<file path="config.mk">
export PLATFORM = sky130hd
export DESIGN_NAME = branch_cond_eval
export DESIGN_NICKNAME = d
export VERILOG_FILES = /design/src/rtl/bce_pkg.sv /design/src/rtl/bce_cmp_flags.sv /design/src/rtl/bce_flag_sel.sv /design/src/rtl/bce_cond_eval.sv /design/src/rtl/branch_cond_eval.sv
export SDC_FILE = /design/constraint.sdc
export NUM_CORES = 1
export LEC_CHECK = 0
export BUFFER_PORTS_ARGS = -buffer_cell sky130_fd_sc_hd__buf_2
export CORE_UTILIZATION = 45
export DETAILED_ROUTE_END_ITERATION = 8
export GPL_TIMING_DRIVEN = 0
export PLACE_DENSITY = 0.8
export SYNTH_ARGS = -nofsm -noshare
export SYNTH_HDL_FRONTEND = slang
export SYNTH_SLANG_ARGS = --single-unit
export TNS_END_PERCENT = 30
</file>
<file path="constraint.sdc">
create_clock -name vclk -period 5
set_clock_uncertainty 0.1 [all_clocks]
set_input_delay 1.5 -clock vclk [all_inputs]
set_output_delay 1.5 -clock vclk [all_outputs]
set_load 0.1 [all_outputs]
</file>
<file path="src/rtl/bce_pkg.sv">
package bce_pkg;
  localparam int unsigned COND_W   = 4;
  localparam int unsigned NUM_COND = 1 << COND_W;

  typedef struct packed {
    logic sign;
    logic ovf;
    logic carry;
    logic zero;
    logic zero_lo;
  } flags_t;
endpackage

</file>
<file path="src/rtl/bce_cmp_flags.sv">
module bce_cmp_flags
  import bce_pkg::*;
#(
  parameter int unsigned DATA_W = 16,
  parameter int unsigned LO_W   = 8
) (
  input  logic [DATA_W-1:0] opa_i,
  input  logic [DATA_W-1:0] opb_i,
  output flags_t            flags_o
);
  localparam int unsigned MSB = DATA_W - 1;

  logic [DATA_W:0]   wide;
  logic [DATA_W-1:0] diff;

  assign wide = {1'b0, opa_i} - {1'b0, opb_i};
  assign diff = wide[DATA_W-1:0];

  always_comb begin
    flags_o.sign    = diff[MSB];
    flags_o.carry   = wide[DATA_W];
    flags_o.ovf     = (opa_i[MSB] ^ opb_i[MSB]) & (opa_i[MSB] ^ diff[MSB]);
    flags_o.zero    = ~|diff;
    flags_o.zero_lo = ~|diff[LO_W-1:0];
  end

  always_comb begin
    p_borrow_r9: assert (flags_o.carry == (opa_i < opb_i));
    p_signed_lt_r9: assert ((flags_o.sign ^ flags_o.ovf) == ($signed(opa_i) < $signed(opb_i)));
    p_zero_nests_r10: assert (!flags_o.zero || flags_o.zero_lo);
  end
endmodule

</file>
<file path="src/rtl/bce_flag_sel.sv">
module bce_flag_sel
  import bce_pkg::*;
(
  input  logic   cmp_en_i,
  input  flags_t ext_i,
  input  flags_t cmp_i,
  output flags_t flags_o
);
  assign flags_o = cmp_en_i ? cmp_i : ext_i;
endmodule

</file>
<file path="src/rtl/bce_cond_eval.sv">
module bce_cond_eval
  import bce_pkg::*;
(
  input  logic [COND_W-1:0] cond_i,
  input  flags_t            flags_i,
  output logic              taken_o
);
  logic [NUM_COND-1:0] tbl;
  logic                lt;

  assign lt = flags_i.sign ^ flags_i.ovf;

  // selector bit 1 is polarity; bits 3,2,0 pick the base predicate
  for (genvar k = 0; k < NUM_COND; k++) begin : g_cond
    localparam bit HI  = ((k >> 3) & 1) == 1;
    localparam bit MID = ((k >> 2) & 1) == 1;
    localparam bit LSB = (k & 1) == 1;
    localparam bit POS = ((k >> 1) & 1) == 1;
    logic base;
    if (!HI && !MID && !LSB) begin : g_lt
      assign base = lt;
    end else if (!HI && !MID && LSB) begin : g_c
      assign base = flags_i.carry;
    end else if (!HI && MID && !LSB) begin : g_le
      assign base = lt | flags_i.zero;
    end else if (!HI && MID && LSB) begin : g_ls
      assign base = flags_i.carry | flags_i.zero;
    end else if (HI && !MID && !LSB) begin : g_s
      assign base = flags_i.sign;
    end else if (HI && !MID && LSB) begin : g_v
      assign base = flags_i.ovf;
    end else if (HI && MID && !LSB) begin : g_zb
      assign base = flags_i.zero_lo;
    end else begin : g_z
      assign base = flags_i.zero;
    end
    assign tbl[k] = POS ? base : ~base;
  end

  assign taken_o = tbl[cond_i];

  always_comb begin
    p_pair_r11: assert (taken_o != tbl[cond_i ^ 4'd2]);
  end
endmodule

</file>
<file path="src/rtl/branch_cond_eval.sv">
module branch_cond_eval
  import bce_pkg::*;
#(
  parameter int unsigned DATA_W = 16,
  parameter int unsigned LO_W   = 8
) (
  input  logic [3:0]        cond_i,
  input  logic              cmp_en_i,
  input  logic [DATA_W-1:0] opa_i,
  input  logic [DATA_W-1:0] opb_i,
  input  logic              sign_i,
  input  logic              ovf_i,
  input  logic              carry_i,
  input  logic              zero_i,
  input  logic              zero_lo_i,
  output logic              taken_o,
  output logic              sign_o,
  output logic              ovf_o,
  output logic              carry_o,
  output logic              zero_o,
  output logic              zero_lo_o
);
  flags_t ext_flags, cmp_flags, eff_flags;

  assign ext_flags = '{sign: sign_i, ovf: ovf_i, carry: carry_i,
                       zero: zero_i, zero_lo: zero_lo_i};

  bce_cmp_flags #(.DATA_W(DATA_W), .LO_W(LO_W)) u_cmp (
    .opa_i   (opa_i),
    .opb_i   (opb_i),
    .flags_o (cmp_flags)
  );

  bce_flag_sel u_sel (
    .cmp_en_i (cmp_en_i),
    .ext_i    (ext_flags),
    .cmp_i    (cmp_flags),
    .flags_o  (eff_flags)
  );

  bce_cond_eval u_eval (
    .cond_i  (cond_i),
    .flags_i (eff_flags),
    .taken_o (taken_o)
  );

  assign sign_o    = eff_flags.sign;
  assign ovf_o     = eff_flags.ovf;
  assign carry_o   = eff_flags.carry;
  assign zero_o    = eff_flags.zero;
  assign zero_lo_o = eff_flags.zero_lo;

  always_comb begin
    p_cmp_eq_r8: assert (!(cmp_en_i && cond_i == 4'd15) || (taken_o == (opa_i == opb_i)));
    p_cmp_borrow_r2: assert (!(cmp_en_i && cond_i == 4'd3) || (taken_o == (opa_i < opb_i)));
    p_flag_nz_r6: assert (cmp_en_i || cond_i != 4'd13 || (taken_o == !zero_i));
    p_pass_r7: assert (cmp_en_i || (carry_o == carry_i && zero_lo_o == zero_lo_i));
  end
endmodule

</file>
==> flow_metrics.py, run 1 <==
metrics = {
    "cells_and_area": {
        "final_cell_mix": "buf_2 (38), inv_1 (16), nor2_1 (14)",
        "multi_input_area_um2": 1210,
        "drive_gt1_share_pct": 51.7,
        "syn_to_final_growth_pct": 72.5,
        "fill_cells": 108,
        "final_common_cell": "buf_2",
        "insertedDiodeCount": 0,
        "ff_latch_area_um2": 0,
        "layout.nets": 261,
        "design.seq.count": 0,
        "fin_cells": 228,
        "clockBufferCount": 0,
        "design_area_um2": 1750,
    },
    "sta": {
        "worstMarginPinSlew_ns": 0.474,
        "tns_ns": -2.04,
        "setup_violations": 5,
        "fmax_mhz": 174,
        "post-route-period-util_pct": 115,
        "setup_ws_ns": -0.734,
        "whs_ns": 3.28,
        "slew_viol_final": 0,
        "hold_viol": 0,
        "period_needed_ns": 5.73,
        "rsz0062_at_grt": "yes",
        "maxSlewHeadroom_pct": 68.1,
    },
    "power": {
        "irDropWorstVdd_uv": 134,
        "power_leakage_uw": 0.000780,
        "pwr_density_cell_nw_per_um2": 158,
    },
    "outcome": {
        "status": "complete, but fails checks",
        "violations": "negative setup slack",
    },
    "critical_path": {
        "critPathSlowestCell": "nor4_4",
        "cp-start-kind": "primary input",
        "critPathMaxStageDelay_ns": 0.33,
        "cp_common_cell": "buf_4",
        "cp_num_buf_inv": 7,
        "cp.required_ns": 3.40,
        "cp-end-kind": "output port",
        "crit_family": "buffers and inverters",
        "critPathKind": "in -> out",
        "arrival_ns": 4.13,
        "path_cells": "buf_2 > ha_1 > a21oi_4 > o21ai_2 > buf_4 > buf_4 > buf_4 > buf_4 > buf_4 > a21oi_2 > xor2_1 > nand4_1 > nor4_4 > a31oi_4 > xor2_4 > buf_12",
        "crit_fanout": 2,
    },
    "place": {
        "numPortBuffers": 46,
        "gp_congestion": 0.860,
        "dp.cells": 217,
        "place_area_um2": 1420,
        "place_hpwl_mm": 2.16,
    },
    "routing": {
        "via_per_inst": 6.09,
        "dr.pass1.iters": 4,
        "num_vias": 1388,
        "drt_iter0_drc": 64,
        "wl_mm": 4.09,
        "avgRoutedWirePerCell_um": 17.9,
        "drtAntennaViolNets": 0,
        "drc_errors": 0,
    },
    "grt": {
        "grt_use_total_pct": 28.0,
        "grt_pass1_vias": 1303,
        "grt_max_degree": 9,
        "grt_overflow": 0,
        "antenna_found_initial": 0,
        "grt_pass1_wl_mm": 5.48,
    },
    "die": {
        "ios": 48,
        "die-height_um": 49.5,
        "die_w_um": 49.5,
        "std_cell_rows": 16,
        "die_area_um2": 2450,
        "initial_utilization_pct": 49.7,
        "core_area_um2": 2040,
    },
    "synth": {
        "syn_area_um2": 1010,
        "synthDistinctLibCells": 45,
        "ys_seq_area_share_pct": 0,
        "yosys_warnings": 0,
        "synth_area_per_cell_um2": 7.05,
        "postSynthNetCount": 202,
        "synthCells": 144,
    },
    "worst_hold_path": {
        "holdCritPathClass": "in -> out",
    },
    "clock_tree": {
        "cts_hold_buf": 0,
    },
    "run": {
        "drv_cap": 0,
    },
}
## tightest hold or removal path, stage by stage
cell and delay (ns):
buf_2 0.13, xor2_4 0.09, buf_12 0.16
## power breakdown
group	switching, uW	internal [uW]	leakage [uW]	total (uW)
combinational	157	120	0.000780	277
sequential	0	0	0	0
clock	0	0	0	0
total	157	120	0.000780	277
## what timing repair did
item	in CTS	in global routing
endpoints found under the hold margin	0	0
pin swaps	14	4
setup buffers	9	2
resized for setup	39	13
endpoints found under the setup margin	6	6
## logic make-up after synthesis
group	share of synthesized area (%)
AOI/OAI and AO/OA	34.9
and+or+nand+nor	22.1
adders and majority gates	19.7
xor gates and xnor gates	7.77
buffers and inverters	9.12
muxes	6.41
## cell type report
cell class / count / share of cell area, %
multi-input cells: 120 / 69.1
repair buffers: 57 / 23.7
inverters: 21 / 4.50
well taps: 27 / 1.93
plain buffers: 3 / 0.786
## per-layer routing
layer  part of all wire (%)  wire [um]  GRT usage, %
met5                      0          0             0
met4                    8.3        340          14.8
met3                    6.1        249          2.47
met2                     50       2050          53.2
met1                     35       1450          30.3
## synthesized netlist by cell type (3+ instances only)
library cell	n	share of area [%]
inv_1	21	7.8
nor3_1	4	2.0
a31oi_1	3	1.8
xor2_1	5	4.3
nand2_1	9	3.3
a21oi_2	4	3.5
nand4_1	3	1.8
xnor2_1	4	3.5
a21oi_1	10	4.9
ha_1	16	20
o21ai_0	5	2.5
nor2_1	15	5.5
## final timing paths
path                  startpoint       to  slack [ns]  cells past startpoint
worst max-delay path    opa_i[7]  taken_o       -0.73                     16
worst min-delay path   cond_i[1]  taken_o        3.28                      3
## stage by stage
| step | utilization, % | setup slack [ns] | power (uW) |
|---|---|---|---|
| after global routing | 85.7 | -0.772 | 290 |
| after floorplan | - | -0.604 | 159 |
| after CTS | 82.0 | -0.504 | 244 |
| final | 85.7 | -0.734 | 277 |
| after detailed placement | 69.7 | -0.925 | 203 |
| after global placement | 69.7 | -0.888 | 196 |
(Power assumes the default switching activity.)
==> inputs of run 2 (changes only) <==
SYNTH_HIERARCHICAL = 1   (was default)
==> flow_metrics.py, run 2 <==
metrics = {
    "outcome": {
        "status": "complete, but fails checks",
        "violations": "negative setup slack",
    },
    "power": {
        "pwr_density_cell_nw_per_um2": 154,
        "power_frac_comb_pct": 100.0,
        "swShare_pct": 59.0,
        "irDropWorstVdd_uv": 176,
        "power.total_uw": 225,
        "internal_power_uw": 92.0,
        "power.share.sequential_pct": 0,
        "power_leakage_uw": 0.000717,
        "p_sw_uw": 133,
        "clkPwrFrac_pct": 0,
    },
    "sta": {
        "post-route-period-util_pct": 118,
        "setup_ws_ns": -0.923,
        "rsz0062_at_grt": "yes",
        "setup_violations": 6,
        "maxSlewHeadroom_pct": 68.0,
        "hold_viol": 0,
        "worstMarginPinSlew_ns": 0.483,
        "whs_ns": 3.26,
        "slew_viol_final": 0,
        "fmax_mhz": 169,
        "period_needed_ns": 5.92,
    },
    "routing": {
        "via_per_inst": 5.65,
        "wl_met2_mm": 1.37,
        "drtAntennaViolNets": 0,
        "met3WireLength_um": 96,
        "wl_met1_mm": 1.09,
        "avgRoutedWirePerCell_um": 12.2,
        "wl_mm": 2.59,
        "dr.pass1.iters": 4,
        "drc_errors": 0,
        "drt_iter0_drc": 27,
        "dr.max_layer_used": "met4",
        "num_vias": 1198,
    },
    "synth": {
        "synth_fa_ha_area_share_pct": 22.1,
        "synthCells": 137,
        "synth_top_cell_by_area": "ha_1",
        "yosys_warnings": 6,
        "postSynthNetCount": 196,
        "synth_area_per_cell_um2": 7.27,
        "synth-compound-area-share_pct": 33.8,
        "synth.top_cells.by_count": "inv_1 (22), ha_1 (16), a21oi_1 (11), nor2_1 (11)",
        "synthDistinctLibCells": 42,
        "syn_area_um2": 996,
        "yosys.cell_count.top_type": "inv_1",
        "synth_simple_gate_area_share_pct": 19.5,
        "synth_top_area_share_pct": 20.1,
        "ys_seq_area_share_pct": 0,
        "muxShareOfSynthArea_pct": 6.66,
        "synth-xor-area-share_pct": 9.67,
        "synth_top_family_by_area": "compound AO/OA/AOI/OAI gates",
        "ys_top_cells_by_area": "ha_1 (20%), inv_1 (8.3%), mux2_2 (5.7%)",
    },
    "worst_hold_path": {
        "holdPathStages": 3,
        "hold-path-endpoint": "taken_o",
        "holdCritPathClass": "in -> out",
        "min_from": "cond_i[1]",
    },
    "place": {
        "place_area_um2": 1320,
        "numPortBuffers": 48,
        "gp_congestion": 0.789,
        "place_hpwl_mm": 2.03,
        "dp.cells": 212,
    },
    "cells_and_area": {
        "design_area_um2": 1450,
        "fill_cells": 162,
        "ff_latch_area_um2": 0,
        "final_common_cell": "buf_2",
        "design.seq.count": 0,
        "drive_gt1_share_pct": 41.6,
        "insertedDiodeCount": 0,
        "syn_to_final_growth_pct": 46.0,
        "final_cell_mix": "buf_2 (41), inv_1 (21), ha_1 (15)",
        "clockBufferCount": 0,
        "fin_cells": 212,
        "layout.nets": 246,
    },
    "clock_tree": {
        "cts_hold_buf": 0,
        "post_cts_buffers": 0,
    },
    "die": {
        "die_area_um2": 2410,
        "ios": 48,
        "die_w_um": 49.0,
        "die-height_um": 49.0,
        "core_area_um2": 2020,
        "std_cell_rows": 16,
        "initial_utilization_pct": 49.3,
    },
    "critical_path": {
        "cp.required_ns": 3.40,
        "arrival_ns": 4.32,
        "cp-end-kind": "output port",
        "cp-start-kind": "primary input",
        "critPathKind": "in -> out",
        "crit_fanout": 3,
    },
    "grt": {
        "grt_pass1_wl_mm": 4.53,
        "grt_overflow": 0,
        "grt_max_degree": 8,
        "grt_use_total_pct": 22.2,
        "grt_pass1_vias": 1122,
        "antenna_found_initial": 0,
    },
    "run": {
        "drv_cap": 0,
    },
}
[run 2: changes by cell type after synthesis, moves of 4 or more]
cell      previous run  this run
a211oi_1             0         4
a21oi_2              4         0
nand2_1              9         5
nor2_1              15        11
o211ai_1             0         4
[run 2: per-layer routing]
layer	vias to the layer above	track usage [%]
met2	42	43.1
li1	597	-
met3	4	0.623
met1	555	27.5
met5	-	0
met4	0	2.94
[run 2: kinds of logic (layout without fill, tap and decap cells)]
logic type | after synthesis | in the layout
simple gates | 34 | 34
mux | 6 | 6
buf+inv | 22 | 70
fa+ha+maj | 17 | 17
xor+xnor | 11 | 11
compound gates | 47 | 47
[run 2: through the flow]
| stage | util (%) | worst slack [ns] | setup TNS (ns) |
|---|---|---|---|
| floorplan | - | -1.16 | -1.66 |
| global placement | 65.5 | -1.19 | -3.62 |
| detailed placement | 65.5 | -1.20 | -3.72 |
| CTS | 69.7 | -0.960 | -2.50 |
| global route | 71.9 | -1.07 | -3.07 |
| finish | 71.9 | -0.923 | -2.36 |
[run 2: timing repair]
action	CTS	global route
setup endpoints to repair	6	6
hold endpoints to repair	0	0
pin swaps	0	1
resized for setup	23	10
[run 2: power groups by stage]
stage	clock [uW]	sequential (uW)	combinational, uW
2_1_floorplan	0	0	153
3_3_place_gp	0	0	190
3_5_place_dp	0	0	195
4_1_cts	0	0	216
5_1_grt	0	0	241
6_report	0	0	225
[run 2: layout make-up]
class              count  area (um^2)  area share (%)
multi-input cells    115         1020            70.0
repair buffers        48          313            21.5
inverters             22         90.1            6.20
well taps             27         33.8            2.32
[run 2: worst max path at each step]
stage | start | to | slack (ns) | cells after the start
global placement | opa_i[0] | taken_o | -1.19 | 17
detailed placement | opa_i[0] | taken_o | -1.20 | 17
floorplan | opa_i[0] | taken_o | -1.16 | 15
CTS | opa_i[0] | taken_o | -0.96 | 17
finish | opa_i[0] | taken_o | -0.92 | 17
global route | opa_i[0] | taken_o | -1.07 | 16
[run 2: critical path, cell delays in order]
cell and delay, ns:
buf_8 0.08, inv_8 0.03, ha_4 0.15, fa_2 0.36
and2b_2 0.25, o2111ai_2 0.13, a211oi_1 0.25, o21a_1 0.18
nand2b_1 0.12, a21oi_1 0.07, o21a_1 0.19, mux2_2 0.29
a21oi_1 0.16, o211ai_2 0.10, nand3_2 0.12, xor2_4 0.17
buf_12 0.19
